**src/rtl/flag_pkg.sv**
```systemverilog
package flag_pkg;
    localparam int WORD_W    = 16;
    localparam int CTRL_N    = 3;
    localparam int B_CARRY   = 0;
    localparam int B_PARITY  = 2;
    localparam int B_HALF    = 4;
    localparam int B_ZERO    = 6;
    localparam int B_SIGN    = 7;
    localparam int B_STEP    = 8;
    localparam int B_INTEN   = 9;
    localparam int B_DIR     = 10;
    localparam int B_OVFL    = 11;
    localparam logic [WORD_W-1:0] FIXED_PATTERN = 16'h0002;
    localparam logic [WORD_W-1:0] DEFINED_MASK  = 16'h0FD5;

    typedef enum logic [1:0] {
        OP_ADD   = 2'd0,
        OP_SUB   = 2'd1,
        OP_LOGIC = 2'd2,
        OP_LOGX  = 2'd3
    } op_class_e;

    typedef struct packed {
        logic ovfl;
        logic sign;
        logic zero;
        logic half;
        logic parity;
        logic carry;
    } cond_t;

    typedef struct packed {
        logic dir;
        logic inten;
        logic step;
    } ctrl_t;
endpackage

```
**src/rtl/flag_arith.sv**
```systemverilog
module flag_arith
    import flag_pkg::*;
#(
    parameter int W = 16
) (
    input  op_class_e    op,
    input  logic         word_sz,
    input  logic [W-1:0] a,
    input  logic [W-1:0] b,
    input  logic [W-1:0] r,
    input  logic         half_prev,
    output cond_t        nxt
);
    localparam int BW = W / 2;

    logic a_top, b_top, r_top;
    logic is_zero;

    always_comb begin
        if (word_sz) begin
            a_top   = a[W-1];
            b_top   = b[W-1];
            r_top   = r[W-1];
            is_zero = (r == '0);
        end else begin
            a_top   = a[BW-1];
            b_top   = b[BW-1];
            r_top   = r[BW-1];
            is_zero = (r[BW-1:0] == '0);
        end
    end

    always_comb begin
        nxt.parity = ~^r[7:0];
        nxt.zero   = is_zero;
        nxt.sign   = r_top;
        nxt.half   = half_prev;
        nxt.carry  = 1'b0;
        nxt.ovfl   = 1'b0;
        unique case (op)
            OP_ADD: begin
                nxt.carry = (a_top & b_top) | ((a_top | b_top) & ~r_top);
                nxt.ovfl  = (a_top == b_top) && (r_top != a_top);
                nxt.half  = a[4] ^ b[4] ^ r[4];
            end
            OP_SUB: begin
                nxt.carry = (~a_top & b_top) | ((~a_top | b_top) & r_top);
                nxt.ovfl  = (a_top != b_top) && (r_top != a_top);
                nxt.half  = a[4] ^ b[4] ^ r[4];
            end
            OP_LOGIC, OP_LOGX: begin
                nxt.carry = 1'b0;
                nxt.ovfl  = 1'b0;
            end
        endcase
    end
endmodule

```
**src/rtl/flag_ctrl.sv**
```systemverilog
module flag_ctrl #(
    parameter int N = 3
) (
    input  logic         clk,
    input  logic         rst_n,
    input  logic [N-1:0] set_req,
    input  logic [N-1:0] clr_req,
    input  logic         load_en,
    input  logic [N-1:0] load_bits,
    output logic [N-1:0] q
);
    for (genvar i = 0; i < N; i++) begin : g_bit
        always_ff @(posedge clk) begin
            if (!rst_n)
                q[i] <= 1'b0;
            else if (load_en)
                q[i] <= load_bits[i];
            else if (clr_req[i])
                q[i] <= 1'b0;
            else if (set_req[i])
                q[i] <= 1'b1;
        end
    end
endmodule

```
**src/rtl/status_flag_reg.sv**
```systemverilog
module status_flag_reg
    import flag_pkg::*;
(
    input  logic        clk,
    input  logic        rst_n,
    input  logic        upd_en,
    input  logic [1:0]  op_class,
    input  logic        word_sz,
    input  logic [15:0] opa,
    input  logic [15:0] opb,
    input  logic [15:0] alu_res,
    input  logic [2:0]  ctl_set,
    input  logic [2:0]  ctl_clr,
    input  logic        load_en,
    input  logic [15:0] load_val,
    output logic [15:0] flags,
    output logic        step_o,
    output logic        int_en_o,
    output logic        dir_o
);
    cond_t cond_q, cond_nxt, cond_load;
    ctrl_t ctrl_q;
    logic [CTRL_N-1:0] ctrl_load;

    flag_arith #(.W(WORD_W)) u_arith (
        .op        (op_class_e'(op_class)),
        .word_sz   (word_sz),
        .a         (opa),
        .b         (opb),
        .r         (alu_res),
        .half_prev (cond_q.half),
        .nxt       (cond_nxt)
    );

    always_comb begin
        cond_load.carry  = load_val[B_CARRY];
        cond_load.parity = load_val[B_PARITY];
        cond_load.half   = load_val[B_HALF];
        cond_load.zero   = load_val[B_ZERO];
        cond_load.sign   = load_val[B_SIGN];
        cond_load.ovfl   = load_val[B_OVFL];
        ctrl_load        = {load_val[B_DIR], load_val[B_INTEN], load_val[B_STEP]};
    end

    always_ff @(posedge clk) begin
        if (!rst_n)
            cond_q <= '0;
        else if (load_en)
            cond_q <= cond_load;
        else if (upd_en)
            cond_q <= cond_nxt;
    end

    flag_ctrl #(.N(CTRL_N)) u_ctrl (
        .clk       (clk),
        .rst_n     (rst_n),
        .set_req   (ctl_set),
        .clr_req   (ctl_clr),
        .load_en   (load_en),
        .load_bits (ctrl_load),
        .q         (ctrl_q)
    );

    always_comb begin
        flags           = FIXED_PATTERN;
        flags[B_CARRY]  = cond_q.carry;
        flags[B_PARITY] = cond_q.parity;
        flags[B_HALF]   = cond_q.half;
        flags[B_ZERO]   = cond_q.zero;
        flags[B_SIGN]   = cond_q.sign;
        flags[B_OVFL]   = cond_q.ovfl;
        flags[B_STEP]   = ctrl_q.step;
        flags[B_INTEN]  = ctrl_q.inten;
        flags[B_DIR]    = ctrl_q.dir;
    end

    assign step_o   = ctrl_q.step;
    assign int_en_o = ctrl_q.inten;
    assign dir_o    = ctrl_q.dir;
endmodule

```
**config.mk**
```make
export PLATFORM = sky130hd
export DESIGN_NAME = status_flag_reg
export DESIGN_NICKNAME = d
export VERILOG_FILES = /design/src/rtl/flag_pkg.sv /design/src/rtl/flag_arith.sv /design/src/rtl/flag_ctrl.sv /design/src/rtl/status_flag_reg.sv
export SDC_FILE = /design/constraint.sdc
export NUM_CORES = 1
export LEC_CHECK = 0
export BUFFER_PORTS_ARGS = -buffer_cell sky130_fd_sc_hd__buf_2
export CAP_MARGIN = 5
export CELL_PAD_IN_SITES_DETAIL_PLACEMENT = 0
export CELL_PAD_IN_SITES_GLOBAL_PLACEMENT = 1
export CORE_MARGIN = 1
export CORE_UTILIZATION = 18
export CTS_CLUSTER_DIAMETER = 50
export DETAILED_ROUTE_END_ITERATION = 10
export PLACE_DENSITY_LB_ADDON = 0.1
export SLEW_MARGIN = 20
export SYNTH_ARGS = -nofsm -noshare
export SYNTH_HDL_FRONTEND = slang
export SYNTH_SLANG_ARGS = --single-unit
```
**constraint.sdc**
```tcl
create_clock -name clk -period 1.35 [get_ports clk]
set_input_delay 0.135 -clock clk [delete_from_list [all_inputs] [get_ports clk]]
set_output_delay 0.135 -clock clk [all_outputs]
set_load 0.02 [all_outputs]
```
==> results_dict.tcl <==
set metrics [dict create \
    ir_worst_vdd_mv 0.255 \
    grt_usage 0.0929 \
    drc 0 \
    yosys.cell_types.count 30 \
    vias 826 \
    cp.arrival_ps 1410 \
    power_frac_comb 0.337 \
    rows 23 \
    dieArea_mm2 0.00475 \
    totalWireLength_um 2150 \
    hold_viol_final 0 \
    ios 96 \
    top_layer "met4" \
    cts_setup_buffers 0 \
    htree_levels 1 \
    drt-pass1-iter-count 4 \
    drtAntennaViolNets 0 \
    ys_seq_area_frac 0.224 \
    area_growth_pct 45.8 \
    final_cell_mix "buf_2, inv_1, dfxtp_1" \
    synth-async-reset-ratio 0 \
    syn_avg_cell_area_um2 7.82 \
    fin_skew_ps 0 \
    syn_inst 103 \
    wl_met2_um 973 \
    start_kind "primary input" \
    seq_power_share 0.318 \
    gr-total-overflow 0 \
    insertion_delay_ps 230 \
    start_util 0.194 \
    pwr-share-clk 0.345 \
    maxSlewViolCount 0 \
    hpwl_um 1730 \
    holdWs_ps 150 \
    grt_pass1_vias 746 \
    ys_seq_elements 9 \
    worst-path-max-fanout 3 \
    viasPerCell 3.97 \
    synth_edf_count 0 \
    cts_inserted_buffers 3 \
    synth_ff_type "dfxtp_1" \
    clock_path_buffers 2 \
    clkTransAtPathRegs_ps 50 \
    die_w_um 68.9 \
    grt_pass1_wl_um 3220 \
    wl_met3_um 201 \
    cts_tree "built" \
    power.switching_uw 287 \
    post_route_cells_drive_above_1_share 0.430 \
    p_per_area_mw_per_mm2 791 \
    p_leak_uw 0.000628 \
    min_period_ps 1290 \
    final_common_cell "buf_2" \
    netlist_area_um2 806 \
    m1WireLength_um 945 \
    cts_hold_buf 0 \
    dieHeight_um 68.9 \
    n_antenna_cell 0 \
    maxCapViolCount 0 \
    gp_congestion 0.755 \
    p_sw_frac 0.309 \
    grt_setup_unrepaired "false" \
    endpoint_kind "flop" \
    grt_max_degree 21 \
    layout_worst_path_cycle_share 0.956 \
    p_int_uw 642 \
    finalPower_uw 929 \
    crit_type "primary input to flop" \
    hp-class "primary input to flop" \
    antenna_found_initial 0 \
    status "finished clean" \
    nets 244 \
    setup_violations 0 \
    port_buffers 55 \
    cts_sinks 9 \
    max_freq_mhz 774 \
    fp.coreArea_mm2 0.00414 \
    required_ps 1470 \
    yosysWarnings 0 \
    drt-initial-drc-count 25 \
    ctsResizeCount 0 \
    cts_root_buf "clkbuf_8" \
    wl_per_cell_um 10.3 \
]
[power by group through the flow]
stage	sequential [uW]	clock (uW)	combinational, uW
floorplan	322	0	179
global placement	300	0	305
detailed placement	301	0	309
CTS	295	338	310
global route	298	348	353
finish	295	320	313
[stage by stage]
stage / util / setup WS (ps) / instances / instance area (um2) / setup TNS (ps)
floorplan: - / 16.0 / 108 / 828 / 0
detailed placement: 0.268 / -223 / 204 / 1110 / -286
global placement: 0.268 / -155 / 204 / 1110 / -208
finish: 0.284 / 58.8 / 208 / 1170 / 0
CTS: 0.279 / 26.8 / 208 / 1150 / 0
global route: 0.284 / 4.76 / 208 / 1170 / 0
[critical path, cell delays in order]
cell	delay (ps)
clkbuf_4	150
mux2i_4	250
inv_2	50
ha_1	180
a2111o_1	390
a32o_1	260
[area by class of cell]
cell class | instances | area, um2
well taps | 50 | 62.6
repair buffers | 60 | 315
clock buffers | 4 | 45.0
flip-flops and latches | 9 | 180
fillers | 479 | 2970
inverters | 14 | 52.6
multi-input cells | 71 | 519
[metal layers]
metal,track usage,vias to the layer above
met4,0.0536,0
met2,0.147,40
met3,0.0181,2
li1,-,438
met1,0.116,346
met5,0,-
[cell families after synthesis]
family | after synthesis | share of synthesized area
compound gates | 18 | 0.152
buf+inv | 28 | 0.182
mux | 4 | 0.0559
simple gates | 28 | 0.188
other cells | 2 | 0.00932
flops | 9 | 0.224
fa+ha+maj | 8 | 0.124
xor+xnor | 6 | 0.0652
[flip-flops by register name, summed over array words and instances, names as in the netlist]
register,count
u_ctrl.q,3
flags,6
[Yosys cell counts, drive strengths merged (3+ instances only)]
master  count  area share
nand2b      4       0.031
o31ai       3       0.028
inv        14       0.065
ha          8        0.12
xnor2       5       0.054
dfxtp       9        0.22
buf        11        0.10
o21ai       7       0.043
nor2        5       0.023
mux2i       3       0.037
nand2       5       0.023
clkbuf      3       0.014
nand3       3       0.019
and2        3       0.023
[path summary, 6_finish.rpt]
path | end | slack (ps) | depth (start not counted) | from
worst min-delay path | flags[7]$_SDFFE_PN0P_ | 150 | 3 | load_val[7]
worst max register to register | flags[6]$_SDFFE_PN0P_ | 380 | 3 | flags[6]$_SDFFE_PN0P_
worst min register to register | flags[7]$_SDFFE_PN0P_ | 540 | 2 | flags[7]$_SDFFE_PN0P_
worst max-delay path | flags[0]$_SDFFE_PN0P_ | 60 | 6 | word_sz
(Power assumes the default switching activity.)
